$ cat config.mk
export PLATFORM = sky130hd
export DESIGN_NAME = swp_margin_bist
export DESIGN_NICKNAME = d
export VERILOG_FILES = /design/src/rtl/swp_pkg.sv /design/src/rtl/swp_patgen.sv /design/src/rtl/swp_lane.sv /design/src/rtl/swp_stats.sv /design/src/rtl/swp_margin_bist.sv
export SDC_FILE = /design/constraint.sdc
export NUM_CORES = 1
export LEC_CHECK = 0
export BUFFER_PORTS_ARGS = -buffer_cell sky130_fd_sc_hd__buf_4
export CAP_MARGIN = 15
export CELL_PAD_IN_SITES_DETAIL_PLACEMENT = 0
export CELL_PAD_IN_SITES_GLOBAL_PLACEMENT = 1
export CORE_AREA = 3 3 248 226
export CTS_BUF_LIST = sky130_fd_sc_hd__clkbuf_8 sky130_fd_sc_hd__clkbuf_16
export CTS_CLUSTER_SIZE = 16
export DETAILED_ROUTE_END_ITERATION = 6
export DIE_AREA = 0 0 251 229
export PLACE_DENSITY = 0.9
export SETUP_SLACK_MARGIN = 0.4
export SKIP_LAST_GASP = 1
export SYNTH_ARGS = -nofsm -noshare
export SYNTH_HDL_FRONTEND = slang
export SYNTH_SLANG_ARGS = --single-unit
$ cat constraint.sdc
create_clock -name clk -period 14.6 [get_ports clk]
set_input_delay 0 -clock clk [delete_from_list [all_inputs] [get_ports clk]]
set_output_delay 0 -clock clk [all_outputs]
set_load 0.01 [all_outputs]
$ cat src/rtl/swp_pkg.sv
package swp_pkg;
  typedef enum logic [2:0] {
    S_IDLE,
    S_RUN,
    S_DRAIN,
    S_STEP,
    S_STATS,
    S_FLAG
  } swp_state_e;
endpackage

$ cat src/rtl/swp_patgen.sv
module swp_patgen #(
  parameter int LANES = 8,
  localparam int LW = $clog2(LANES)
) (
  input  logic             beat_odd,
  input  logic [LW-1:0]    victim,
  output logic [LANES-1:0] pat
);
  always_comb begin
    pat = {LANES{beat_odd}} ^ (LANES'(1) << victim);
  end
endmodule

$ cat src/rtl/swp_lane.sv
module swp_lane #(
  parameter int CODE_W   = 8,
  parameter int LOOP_LAT = 2
) (
  input  logic              clk,
  input  logic              rst,
  input  logic              clr,
  input  logic              tx_bit,
  input  logic              tx_vld,
  input  logic              rx_bit,
  input  logic              step_end,
  input  logic              dir,
  input  logic              finish,
  input  logic [CODE_W-1:0] code,
  output logic              miscmp_o,
  output logic              hit_o,
  output logic [CODE_W-1:0] marg_s_o,
  output logic [CODE_W-1:0] marg_h_o,
  output logic              nf_s_o,
  output logic              nf_h_o
);
  logic [LOOP_LAT-1:0] exp_q;
  logic [LOOP_LAT-1:0] vld_q;
  logic                err_q;
  logic                found_q;
  logic                mism;

  assign mism  = vld_q[LOOP_LAT-1] & (rx_bit ^ exp_q[LOOP_LAT-1]);
  assign hit_o = found_q | err_q;

  always_ff @(posedge clk) begin
    if (rst || clr) begin
      exp_q    <= '0;
      vld_q    <= '0;
      err_q    <= 1'b0;
      found_q  <= 1'b0;
      miscmp_o <= 1'b0;
      marg_s_o <= '0;
      marg_h_o <= '0;
      nf_s_o   <= 1'b0;
      nf_h_o   <= 1'b0;
    end else begin
      exp_q[0] <= tx_bit;
      vld_q[0] <= tx_vld;
      for (int k = 1; k < LOOP_LAT; k++) begin
        exp_q[k] <= exp_q[k-1];
        vld_q[k] <= vld_q[k-1];
      end
      miscmp_o <= mism;
      if (step_end) begin
        err_q <= 1'b0;
        if (err_q && !found_q) begin
          if (dir) marg_h_o <= code;
          else     marg_s_o <= code;
        end
        if (finish && !found_q && !err_q) begin
          if (dir) begin
            marg_h_o <= '1;
            nf_h_o   <= 1'b1;
          end else begin
            marg_s_o <= '1;
            nf_s_o   <= 1'b1;
          end
        end
        found_q <= finish ? 1'b0 : (found_q | err_q);
      end else if (mism) begin
        err_q <= 1'b1;
      end
    end
  end
endmodule

$ cat src/rtl/swp_stats.sv
module swp_stats #(
  parameter int LANES  = 8,
  parameter int CODE_W = 8,
  localparam int LW    = $clog2(LANES),
  localparam int CNT_W = $clog2(LANES + 1),
  localparam int MED_K = (LANES - 1) / 2
) (
  input  logic                    clk,
  input  logic                    rst,
  input  logic                    clr,
  input  logic                    step,
  input  logic                    sdir,
  input  logic [LW-1:0]           slane,
  input  logic                    flag_en,
  input  logic [CODE_W-1:0]       thr,
  input  logic [LANES*CODE_W-1:0] marg_s,
  input  logic [LANES*CODE_W-1:0] marg_h,
  output logic [2*CODE_W-1:0]     min_o,
  output logic [2*CODE_W-1:0]     max_o,
  output logic [2*CODE_W-1:0]     med_o,
  output logic [LANES-1:0]        fault_o
);
  logic [CODE_W-1:0] vs [LANES];
  logic [CODE_W-1:0] cand;
  logic [CNT_W-1:0]  lt_cnt, le_cnt;
  logic              is_med;
  logic [CODE_W-1:0] mn_q [2];
  logic [CODE_W-1:0] mx_q [2];
  logic [CODE_W-1:0] md_q [2];

  function automatic logic [CODE_W-1:0] absd(input logic [CODE_W-1:0] a,
                                             input logic [CODE_W-1:0] b);
    return (a > b) ? (a - b) : (b - a);
  endfunction

  always_comb begin
    for (int j = 0; j < LANES; j++) begin
      vs[j] = sdir ? marg_h[j*CODE_W +: CODE_W] : marg_s[j*CODE_W +: CODE_W];
    end
    cand   = vs[slane];
    lt_cnt = '0;
    le_cnt = '0;
    for (int j = 0; j < LANES; j++) begin
      lt_cnt = lt_cnt + CNT_W'(vs[j] <  cand);
      le_cnt = le_cnt + CNT_W'(vs[j] <= cand);
    end
    is_med = (lt_cnt <= CNT_W'(MED_K)) && (le_cnt > CNT_W'(MED_K));
  end

  always_ff @(posedge clk) begin
    if (rst || clr) begin
      for (int d = 0; d < 2; d++) begin
        mn_q[d] <= '0;
        mx_q[d] <= '0;
        md_q[d] <= '0;
      end
      fault_o <= '0;
    end else begin
      if (step) begin
        if (slane == '0) begin
          mn_q[sdir] <= cand;
          mx_q[sdir] <= cand;
        end else begin
          if (cand < mn_q[sdir]) mn_q[sdir] <= cand;
          if (cand > mx_q[sdir]) mx_q[sdir] <= cand;
        end
        if (is_med) md_q[sdir] <= cand;
      end
      if (flag_en) begin
        for (int i = 0; i < LANES; i++) begin
          fault_o[i] <= (absd(marg_s[i*CODE_W +: CODE_W], md_q[0]) > thr) ||
                        (absd(marg_h[i*CODE_W +: CODE_W], md_q[1]) > thr);
        end
      end
    end
  end

  assign min_o = {mn_q[1], mn_q[0]};
  assign max_o = {mx_q[1], mx_q[0]};
  assign med_o = {md_q[1], md_q[0]};
endmodule

$ cat src/rtl/swp_margin_bist.sv
module swp_margin_bist
  import swp_pkg::*;
#(
  parameter int LANES     = 8,
  parameter int CODE_W    = 8,
  parameter int NB_W      = 4,
  parameter int BURST_LEN = 8,
  parameter int LOOP_LAT  = 2
) (
  input  logic                    clk,
  input  logic                    rst,
  input  logic                    start_i,
  input  logic [NB_W-1:0]         bursts_i,
  input  logic [CODE_W-1:0]       thresh_i,
  input  logic [LANES-1:0]        rx_cap_i,
  output logic [LANES-1:0]        tx_data_o,
  output logic                    tx_en_o,
  output logic [CODE_W-1:0]       dly_code_o,
  output logic                    dly_dir_o,
  output logic [LANES-1:0]        miscmp_o,
  output logic [LANES*CODE_W-1:0] marg_setup_o,
  output logic [LANES*CODE_W-1:0] marg_hold_o,
  output logic [LANES-1:0]        nofail_setup_o,
  output logic [LANES-1:0]        nofail_hold_o,
  output logic [LANES-1:0]        fault_o,
  output logic [2*CODE_W-1:0]     min_o,
  output logic [2*CODE_W-1:0]     max_o,
  output logic [2*CODE_W-1:0]     med_o,
  output logic                    done_o
);
  localparam int LW   = $clog2(LANES);
  localparam int BL_W = $clog2(BURST_LEN);
  localparam int DR_W = $clog2(LOOP_LAT + 1);
  localparam logic [CODE_W-1:0] CODE_MAX = '1;

  swp_state_e        state_q;
  logic [CODE_W-1:0] code_q;
  logic              dir_q;
  logic [BL_W-1:0]   beat_q;
  logic [NB_W-1:0]   burst_q;
  logic [LW-1:0]     vic_q;
  logic [DR_W-1:0]   drain_q;
  logic [NB_W-1:0]   nb_q;
  logic [CODE_W-1:0] thr_q;
  logic              s_dir_q;
  logic [LW-1:0]     s_lane_q;
  logic [LANES-1:0]  tx_data_q;
  logic              tx_en_q;
  logic              done_q;

  logic              clr, step_end, finish, stats_step, flag_en;
  logic              last_beat, last_burst, last_vic, last_slane;
  logic [LANES-1:0]  pat;
  logic [LANES-1:0]  lane_hit;

  assign clr        = (state_q == S_IDLE) && start_i;
  assign step_end   = (state_q == S_STEP);
  assign stats_step = (state_q == S_STATS);
  assign flag_en    = (state_q == S_FLAG);
  assign finish     = (&lane_hit) || (code_q == CODE_MAX);
  assign last_beat  = (beat_q == BL_W'(BURST_LEN - 1));
  assign last_burst = (({1'b0, burst_q} + 1'b1) >= {1'b0, nb_q});
  assign last_vic   = (vic_q == LW'(LANES - 1));
  assign last_slane = (s_lane_q == LW'(LANES - 1));

  swp_patgen #(.LANES(LANES)) u_pat (
    .beat_odd (beat_q[0]),
    .victim   (vic_q),
    .pat      (pat)
  );

  always_ff @(posedge clk) begin
    if (rst) begin
      state_q   <= S_IDLE;
      code_q    <= '0;
      dir_q     <= 1'b0;
      beat_q    <= '0;
      burst_q   <= '0;
      vic_q     <= '0;
      drain_q   <= '0;
      nb_q      <= '0;
      thr_q     <= '0;
      s_dir_q   <= 1'b0;
      s_lane_q  <= '0;
      tx_data_q <= '0;
      tx_en_q   <= 1'b0;
      done_q    <= 1'b0;
    end else begin
      tx_en_q   <= (state_q == S_RUN);
      tx_data_q <= (state_q == S_RUN) ? pat : '0;
      done_q    <= 1'b0;
      case (state_q)
        S_IDLE: begin
          if (start_i) begin
            nb_q    <= bursts_i;
            thr_q   <= thresh_i;
            code_q  <= '0;
            dir_q   <= 1'b0;
            beat_q  <= '0;
            burst_q <= '0;
            vic_q   <= '0;
            state_q <= S_RUN;
          end
        end
        S_RUN: begin
          beat_q <= beat_q + 1'b1;
          if (last_beat) begin
            beat_q  <= '0;
            vic_q   <= last_vic ? '0 : vic_q + 1'b1;
            burst_q <= burst_q + 1'b1;
            if (last_burst) begin
              drain_q <= '0;
              state_q <= S_DRAIN;
            end
          end
        end
        S_DRAIN: begin
          drain_q <= drain_q + 1'b1;
          if (drain_q == DR_W'(LOOP_LAT)) state_q <= S_STEP;
        end
        S_STEP: begin
          beat_q  <= '0;
          burst_q <= '0;
          vic_q   <= '0;
          if (finish) begin
            code_q <= '0;
            if (!dir_q) begin
              dir_q   <= 1'b1;
              state_q <= S_RUN;
            end else begin
              s_dir_q  <= 1'b0;
              s_lane_q <= '0;
              state_q  <= S_STATS;
            end
          end else begin
            code_q  <= code_q + 1'b1;
            state_q <= S_RUN;
          end
        end
        S_STATS: begin
          s_lane_q <= s_lane_q + 1'b1;
          if (last_slane) begin
            s_lane_q <= '0;
            if (!s_dir_q) s_dir_q <= 1'b1;
            else          state_q <= S_FLAG;
          end
        end
        S_FLAG: begin
          done_q  <= 1'b1;
          dir_q   <= 1'b0;
          state_q <= S_IDLE;
        end
        default: state_q <= S_IDLE;
      endcase
    end
  end

  for (genvar g = 0; g < LANES; g++) begin : g_lane
    swp_lane #(.CODE_W(CODE_W), .LOOP_LAT(LOOP_LAT)) u_lane (
      .clk      (clk),
      .rst      (rst),
      .clr      (clr),
      .tx_bit   (tx_data_q[g]),
      .tx_vld   (tx_en_q),
      .rx_bit   (rx_cap_i[g]),
      .step_end (step_end),
      .dir      (dir_q),
      .finish   (finish),
      .code     (code_q),
      .miscmp_o (miscmp_o[g]),
      .hit_o    (lane_hit[g]),
      .marg_s_o (marg_setup_o[g*CODE_W +: CODE_W]),
      .marg_h_o (marg_hold_o[g*CODE_W +: CODE_W]),
      .nf_s_o   (nofail_setup_o[g]),
      .nf_h_o   (nofail_hold_o[g])
    );
  end

  swp_stats #(.LANES(LANES), .CODE_W(CODE_W)) u_stats (
    .clk     (clk),
    .rst     (rst),
    .clr     (clr),
    .step    (stats_step),
    .sdir    (s_dir_q),
    .slane   (s_lane_q),
    .flag_en (flag_en),
    .thr     (thr_q),
    .marg_s  (marg_setup_o),
    .marg_h  (marg_hold_o),
    .min_o   (min_o),
    .max_o   (max_o),
    .med_o   (med_o),
    .fault_o (fault_o)
  );

  assign tx_data_o  = tx_data_q;
  assign tx_en_o    = tx_en_q;
  assign dly_code_o = code_q;
  assign dly_dir_o  = dir_q;
  assign done_o     = done_q;
endmodule

Yosys cells after proc, flatten, opt, wreduce, memory -nomap -nowiden
Memory sizes are Yosys's and may differ from the RTL's. A register that Yosys moved wholly into a read port is not among the register bits.
Index checks and enable logic that the tools add are counted.
Storage, ports and cells
  output and inout bits: 227
  input bits: 23
  logic and storage cells: 506
  bits in writable memories: 48
  memories kept: 3
  bits in registers: 258
Memory list
  u_stats.md_q: depth 2, width 8, rd ports 2, clocked after Yosys merged registers in 0, wr ports 2, line swp_stats.sv:29  | logic [CODE_W-1:0] md_q [2];
  u_stats.mn_q: depth 2, width 8, rd ports 3, clocked after Yosys merged registers in 1, wr ports 2, line swp_stats.sv:27  | logic [CODE_W-1:0] mn_q [2];
  u_stats.mx_q: depth 2, width 8, rd ports 3, clocked after Yosys merged registers in 1, wr ports 2, line swp_stats.sv:28  | logic [CODE_W-1:0] mx_q [2];
Cells by class
  shift-type cells: 1
  order comparisons: 54
  muxes and demuxes: 170
  add/sub/neg operators: 53
  equality and inequality tests: 18
  reduce and logical (&&, ||, !) cells: 90
  bitwise gates (word level): 30
Operators by type and width (count)
  8-bit two-way mux: 97
  8-bit greater-than comparator: 33
  8-bit subtractor: 32
  8-bit less-than comparator: 9
  8-bit less-or-equal comparator: 8
  3-bit AND reduction: 20
  4-bit by 1-bit adder with 4-bit output: 12
  3-bit two-way mux: 15
  1-bit two-way mux: 44
  1-bit logical AND: 26
  8-bit binary-select mux with 3-bit select: 1
  8-bit OR reduction: 3
  3-bit one-hot mux with 3 select lines: 2
  1-bit zero test: 16
  8-bit one-hot mux with 2 select lines: 1
  3-bit == test, second input constant: 5
  3-bit one-hot mux with 5 select lines: 1
  2-bit inequality test, second input constant: 7
  4-bit one-hot mux with 3 select lines: 1
  1-bit logical OR: 10
  1-bit bitwise OR: 10
  3-bit by 1-bit adder with 3-bit output, second input constant: 3
  8-bit by 1-bit adder with 8-bit output, second input constant: 1
  1-bit AND: 8
  32 further kinds: 51

Depth between registers and ports, before layout
Gate-level depths: netlist of run 1.
  depth after elaboration: 20
  mapped depth: 24
  gate-level depth less buffers: 21

Cells and area by module
A second synthesis of run 1 with hierarchy kept.
Unflattened totals
  cell total of the unflattened synthesis: 3337
  area, all modules: 28810.1 µm²
Modules (own cells, without submodules)
  swp_stats: area each 19063.3 µm², sequential area each 1601.5 µm², times used 1, cells an instance 2299
  swp_lane: area each 917.1 µm², sequential area each 500.5 µm², times used 8, cells an instance 95
  swp_margin_bist: area each 2279.7 µm², sequential area each 1001.0 µm², times used 1, cells an instance 261
  swp_patgen: area each 130.1 µm², sequential area each 0.0 µm², times used 1, cells an instance 17

Worst setup path before layout of run 1
Ideal clock, no wire load.
  path kind: register -> register
  start point: register s_dir_q
  end point: memory u_stats.md_q[1][0], enable pin
  cell stages (with the launch flop): 21
  buffers on the path: 3
  data required time: 14270 ps
  setup time: 330 ps
  data arrival time: 5167 ps
  clock period less this slack: 5496 ps
  slack: 9104 ps
  path through: dfxtp_1 clkbuf_1 buf_2 buf_1 nand2_1 o21ai_0 mux2i_1 mux4_2 ha_1 a21o_1 a21o_1 a21oi_1 o21ai_0 fa_1 fa_1 inv_1 ha_1 a31o_2 a211oi_1 nand4_1 nand2_1
RTL lines
  from (decl): line swp_margin_bist.sv:45  | logic s_dir_q;
  from (signal assigned): line swp_margin_bist.sv:83  | s_dir_q <= 1'b0;
  from (signal assigned): line swp_margin_bist.sv:131  | s_dir_q <= 1'b0;
  from (signal assigned): line swp_margin_bist.sv:144  | if (!s_dir_q) s_dir_q <= 1'b1;
  to (decl): line swp_stats.sv:29

==> results.ini, run 1 <==
[status]
status=finished clean

[final_layout]
drive_above_1_share=0.135
fin_nets=3932
area_delta_synth_final_pct=15.5

[logic_synthesis]
synth_edf_count=48
synth_top_area_cell=ha_1
synth.cell_area_sq_um=26700
yosysSeqAreaShare=0.237
ys_ff_latch=293
synth_area_leaders=ha_1, dfxtp_1, nand2_1, edfxtp_1, mux2i_1
synth_async_sr_flop_share=0
netlist.area_leader.share=0.221
ys.flop_type=dfxtp_1
syn_avg_cell_area_sq_um=8.44
synth_cell_types=74
synth_cells=3168
synth-warning-count=0
synth_fp_nets=3700

[detailed_routing]
firstDrtPassIters=6
drt_iter0_markers=2490
wl_per_cell_microns=25.5
routed_wl_microns=106000
drtAntennaViolNets=0
viasPerCell=6.17
drc=0
vias=25480

[placed_design]
dp_hpwl_microns=77300
pre_cts_slack_ns=7.79
port-buffer-count=249
gp_congestion=1.02

[grt]
grt_pass1_vias=24151
grt_use_met3=0.0674
grt_max_degree=87
grt_pass1_wl_microns=154000
use_met2=0.550
antenna_found_initial=5
grt_remaining_overflow=0
track_usage=0.356
grt_use_met1=0.477
busiest_layer=met2

[timing]
rsz0062_at_grt=false
fmax_mhz=146
fin_skew_ns=0.0255
period_share=0.468
drv_slew=0
max_slew_margin=0.188
setup_viol=0
fin_crit_ns=6.83
hold_viol=0
setup_ws_ns=7.77
final.setup.tns_ns=0
worst_slew_pin_slew_ns=1.22

[power_and_ir_drop]
p_leak_uw=0.0133
p_per_area_nw_per_um2=78.7
ir_worst_vdd_mv=0.0893
power_frac_seq=0.347
p_switching_uw=743
power.internal_uw=1690
sw_frac_of_total=0.306
p_clk_frac=0.418
total_power_uw=2430
p_comb_frac=0.235

[die]
io_pins=250
die_x_microns=251
fp-row-count=81
start_util=0.496
core_area_sq_um=53900
die_y_microns=229
die_area_sq_um=57500

[worst_setup_path]
cp_max_fo=80
end_kind=register
cp_data_arrival_time_ns=7.09
start_kind=register
rrSetupSlack_ns=7.77
worst_ep_required_time_ns=14.85
path_class=register to register

[clock_tree]
cts_resized=0
cts_inserted_buffers=36
h-tree-depth=2
clk-insertion-delay-late_ns=0.58
cts_tree=built
cts.sinks=293
cts_buffer_depth=3
cts-root-buf=clkbuf_16
clkTransAtPathRegs_ns=0.06

[min_path]
hold_path_class=primary input to register

[flow_run]
drv_cap=0

-- sequential cells by signal (all words and copies together), names as in the netlist, 16 cells and up, named ones only --
register / cells
u_stats.mn_q: 16
g_lane.u_lane.marg_h_o: 64
u_stats.md_q: 16
u_stats.mx_q: 16
g_lane.u_lane.exp_q: 16
g_lane.u_lane.marg_s_o: 64
-- stage by stage --
| step | instances | hold slack (ns) | cell area, sq um | utilization |
|---|---|---|---|---|
| 4_1_cts | 4132 | 0.314 | 30900 | 0.573 |
| 3_5_place_dp | 4033 | 0.258 | 29200 | 0.541 |
| 3_3_place_gp | 4033 | 0.247 | 29200 | 0.541 |
| 6_report | 4133 | 0.351 | 30900 | 0.573 |
| 5_1_grt | 4132 | 0.365 | 30900 | 0.573 |
| 2_1_floorplan | 3168 | 0.136 | 26700 | - |
-- worst max-delay path: stages (launching register included) --
cell	delay [ns]
dfxtp_4	0.66
buf_4	0.69
nand2_1	0.12
o21ai_0	0.20
mux2i_1	0.13
mux4_2	0.72
ha_1	0.39
nor2b_1	0.11
o21ai_0	0.08
nand2b_1	0.08
a21oi_1	0.07
o21ai_0	0.35
o21ai_0	0.24
fa_1	0.58
inv_1	0.06
fa_1	0.53
inv_1	0.04
ha_1	0.27
nand2_1	0.05
o21ai_0	0.30
nand4_1	0.36
nand2_1	0.39
-- layout make-up --
type,instances,area [sq um]
inverter,251,947
sequential,293,6350
multi-input combinational,2494,18800
antenna,1,2.50
tap,705,882
timing repair buffer,324,2520
clock inverter,21,330
clock buffer,44,1020
fill,4772,23000
-- power groups by stage --
stage / clock network, uW / logic, uW / registers [uW]
final: 1020 / 572 / 843
after global routing: 1060 / 633 / 844
after CTS: 1020 / 561 / 843
after detailed placement: 0 / 551 / 861
after global placement: 0 / 530 / 860
after floorplan: 0 / 386 / 866
-- synth_stat cells, types with 55 or more instances --
library cell	instances
nand4_1	71
dfxtp_1	245
nor2_1	179
nor2b_1	69
nand2_1	431
a31oi_1	133
a21oi_1	201
xor2_1	55
a21o_1	64
inv_1	249
mux2_2	64
clkbuf_1	78
mux2i_1	117
ha_1	473
o21ai_0	186
-- worst paths after layout --
| check | cells past startpoint | to | start |
|---|---|---|---|
| worst min-delay path | 4 | g_lane[3].u_lane.miscmp_o | rx_cap_i[3] |
| worst min register to register | 1 | g_lane[4].u_lane.exp_q[1] | g_lane[4].u_lane.exp_q[0] |
| worst max register to register | 21 | u_stats.md_q[1][2] | s_dir_q |
| worst max-delay path | 21 | u_stats.md_q[1][2] | s_dir_q |
-- cell families (layout without fill, tap and decap cells) --
kind of cell	count (synthesis)	count (layout)	share of synthesized area
compound gates	734	734	0.173
xor+xnor	102	102	0.0334
fa+ha+maj	509	509	0.248
buf+inv	381	640	0.0595
flops	293	293	0.237
mux	193	193	0.0813
other cells	0	1	0
simple gates	956	956	0.167
-- what timing repair did --
action,4_1_cts,5_1_grt
setup buffers,0,0
hold buffers,34,0
endpoints found under the hold margin,56,0
-- metal layers --
layer / routed length [microns] / part of all wire / vias to the layer above
met5: 0 / 0 / -
li1: - / - / 11642
met2: 45500 / 0.43 / 1289
met3: 10600 / 0.10 / 264
met1: 43500 / 0.41 / 12285
met4: 6020 / 0.057 / 0
-- cell usage in the layout, fill, tap and decap left out, drive strengths merged, types with 5 or more instances in the layout --
master       synthesis  layout
o32ai               12      12
nor3                32      32
edfxtp              48      48
o221ai               6       6
nand3b              18      18
and3                14      14
and2                24      24
mux2                64      64
nor2               180     180
inv                251     259
or2                  5       5
a21oi              201     201
ha                 473     473
o21bai              12      12
nand2b              36      36
o22ai               13      13
a211oi              22      22
dlygate4sd3          0      34
a21o                64      64
fa                  36      36
o21a                46      46
nand4               71      71
dfxtp              245     245
clkbuf              79      44
nand3               39      39
o21ai              192     192
bufinv               0       6
mux2i              117     117
a31oi              134     134
a221oi               9       9
nor3b               24      24
mux4                12      12
xor2                55      55
nor2b               69      69
buf                 51     290
nand2              432     432
xnor2               47      47
(Power assumes the default switching activity.)
==> inputs of run 2 (changes only) <==
--- a/config.mk
+++ b/config.mk
@@ -9,12 +9,12 @@
 export CAP_MARGIN = 15
 export CELL_PAD_IN_SITES_DETAIL_PLACEMENT = 0
 export CELL_PAD_IN_SITES_GLOBAL_PLACEMENT = 1
-export CORE_AREA = 3 3 248 226
+export CORE_AREA = 3 3 270 246
 export CTS_BUF_LIST = sky130_fd_sc_hd__clkbuf_8 sky130_fd_sc_hd__clkbuf_16
 export CTS_CLUSTER_SIZE = 16
 export DETAILED_ROUTE_END_ITERATION = 6
-export DIE_AREA = 0 0 251 229
-export PLACE_DENSITY = 0.9
+export DIE_AREA = 0 0 273 249
+export PLACE_DENSITY = 0.81
 export SETUP_SLACK_MARGIN = 0.4
 export SKIP_LAST_GASP = 1
 export SYNTH_ARGS = -nofsm -noshare
==> constraint.sdc (replaced) <==
create_clock -name clk -period 5.52 [get_ports clk]
set_input_delay 0 -clock clk [delete_from_list [all_inputs] [get_ports clk]]
set_output_delay 0 -clock clk [all_outputs]
set_load 0.01 [all_outputs]
==> results.ini, run 2 (synthesized netlist as in run 1, its figures left out) <==
[timing]
rsz0062_at_grt=true
setup_ws_ns=0.512
worst_slew_pin_slew_ns=1.18
timing.hold.ws_ns=0.337
fmax_mhz=200
setup_viol=0
period_share=0.907
max_slew_margin=0.213
hold_viol=0
drv_slew=0
fin_skew_ns=0.0217
fin_crit_ns=5.01
final.setup.tns_ns=0

[worst_setup_path]
rrSetupSlack_ns=0.51
worst_ep_required_time_ns=5.80
path_class=register to register
cp_data_arrival_time_ns=5.28
max_stage_delay_ns=0.62
r2r_cells=19
cp_cell_sequence=buf_12 > buf_12 > clkbuf_16 > o21ai_2 > mux2i_1 > mux4_2 > ha_4 > a21o_1 > a21o_1 > a21oi_2 > o21ai_2 > fa_1 > fa_1 > inv_2 > ha_4 > a31o_4 > a211oi_2 > nand4_1 > nand2_4
crit_path_top_delay_cell=mux4_2
cp_max_fo=8
start_kind=register
rr_startpoint=s_dir_q
end_kind=register
r2r-end=u_stats.md_q[1][0]

[final_layout]
multi_input_area_sq_um=19300
seqCellArea_sq_um=6350
reg_top3=g_lane.u_lane.marg_h_o (64), g_lane.u_lane.marg_s_o (64)
final_common_cell=ha_1
final_cell_mix=ha_1, nand2_1, buf_4
fill_cells=5998
drive_above_1_share=0.188
area_delta_synth_final_pct=22.2
fin_util=0.513
fin_nets=4081
antennaDiodeCount=0

[die]
die_area_sq_um=68000
die_x_microns=273
core_area_sq_um=63800
fp-row-count=88
start_util=0.420
die_y_microns=249
io_pins=250

[detailed_routing]
drtAntennaViolNets=0
firstDrtPassIters=6
wl_per_cell_microns=23.9
vias=25304
drc=0
drt_iter0_markers=2869
viasPerCell=5.71
routed_wl_microns=106000

[min_path]
hold_path_class=primary input to register
whs_path_depth=4
min_from=rx_cap_i[7]
holdPathEnd=g_lane[7].u_lane.miscmp_o

[power_and_ir_drop]
p_per_area_nw_per_um2=190
ir_worst_vdd_mv=0.214
p_leak_uw=0.0142

[clock_tree]
cts_tree=built
cts-root-buf=clkbuf_16
h-tree-depth=2
cts_buffer_depth=3
cts.sinks=293
cts_inserted_buffers=37
clk-insertion-delay-late_ns=0.58
clkTransAtPathRegs_ns=0.06

[grt]
grt_remaining_overflow=0
grt_max_degree=71
antenna_found_initial=0
grt_pass1_vias=23450
track_usage=0.299
grt_pass1_wl_microns=153000

[flow_run]
drv_cap=0

[placed_design]
gp_congestion=0.973
pre_cts_slack_ns=0.246
port-buffer-count=249
dp_hpwl_microns=80000

[status]
status=finished clean

## run 2: area by class of cell
cell class / instances / share of cell area
multi-input cells: 2494 / 0.589
flip-flops and latches: 293 / 0.194
repair buffers: 472 / 0.118
well taps: 855 / 0.0327
clock buffers: 43 / 0.0308
inverters: 251 / 0.0291
clock inverters: 24 / 0.00632
## run 2: critical path: cells and delay by family, from the launching register on
family | cells | cell delay (ns)
compound gates | 7 | 1.17
fa+ha+maj | 4 | 1.53
flops | 1 | 0.37
buf+inv | 4 | 0.49
simple gates | 2 | 0.42
mux | 2 | 0.72
## run 2: per-stage QoR
step           cells  power [uW]  instance area (sq um)
4_1_cts         4414        6230                  32000
6_report        4432        6230                  32700
5_1_grt         4432        6510                  32700
3_3_place_gp    4297        3750                  30300
3_5_place_dp    4297        3760                  30300
2_1_floorplan   3168        3310                  26800
## run 2: repair_timing
| item | CTS | global route |
|---|---|---|
| gates resized for setup | 21 | 123 |
| endpoints found under the hold margin | 53 | 0 |
| pin swaps | 2 | 32 |
| endpoints found under the setup margin | 32 | 32 |
| cloned | 2 | 4 |
| hold buffers | 35 | 0 |
| setup buffers | 13 | 13 |
## run 2: per-layer routing
layer	vias to the layer above	GRT usage	routed length (microns)
met4	0	0.100	3930
met5	-	0	0
met2	1188	0.461	46200
met1	11957	0.421	45800
met3	202	0.0509	9880
li1	11957	-	-
## run 2: power breakdown
| part | internal [uW] | switching [uW] | total [uW] |
|---|---|---|---|
| combinational | 652 | 865 | 1520 |
| sequential | 2200 | 37.1 | 2240 |
| clock | 1410 | 1060 | 2470 |
| total | 4260 | 1960 | 6230 |
## run 2: how the worst max path moves through the flow
stage	slack (ns)	from	endpoint
floorplan	0.41	s_dir_q	u_stats.md_q[1][0]
global placement	0.31	s_dir_q	u_stats.md_q[1][0]
detailed placement	0.25	s_dir_q	u_stats.md_q[1][1]
CTS	0.40	s_dir_q	u_stats.md_q[1][1]
global route	0.35	s_dir_q	u_stats.md_q[1][1]
finish	0.51	s_dir_q	u_stats.md_q[1][0]
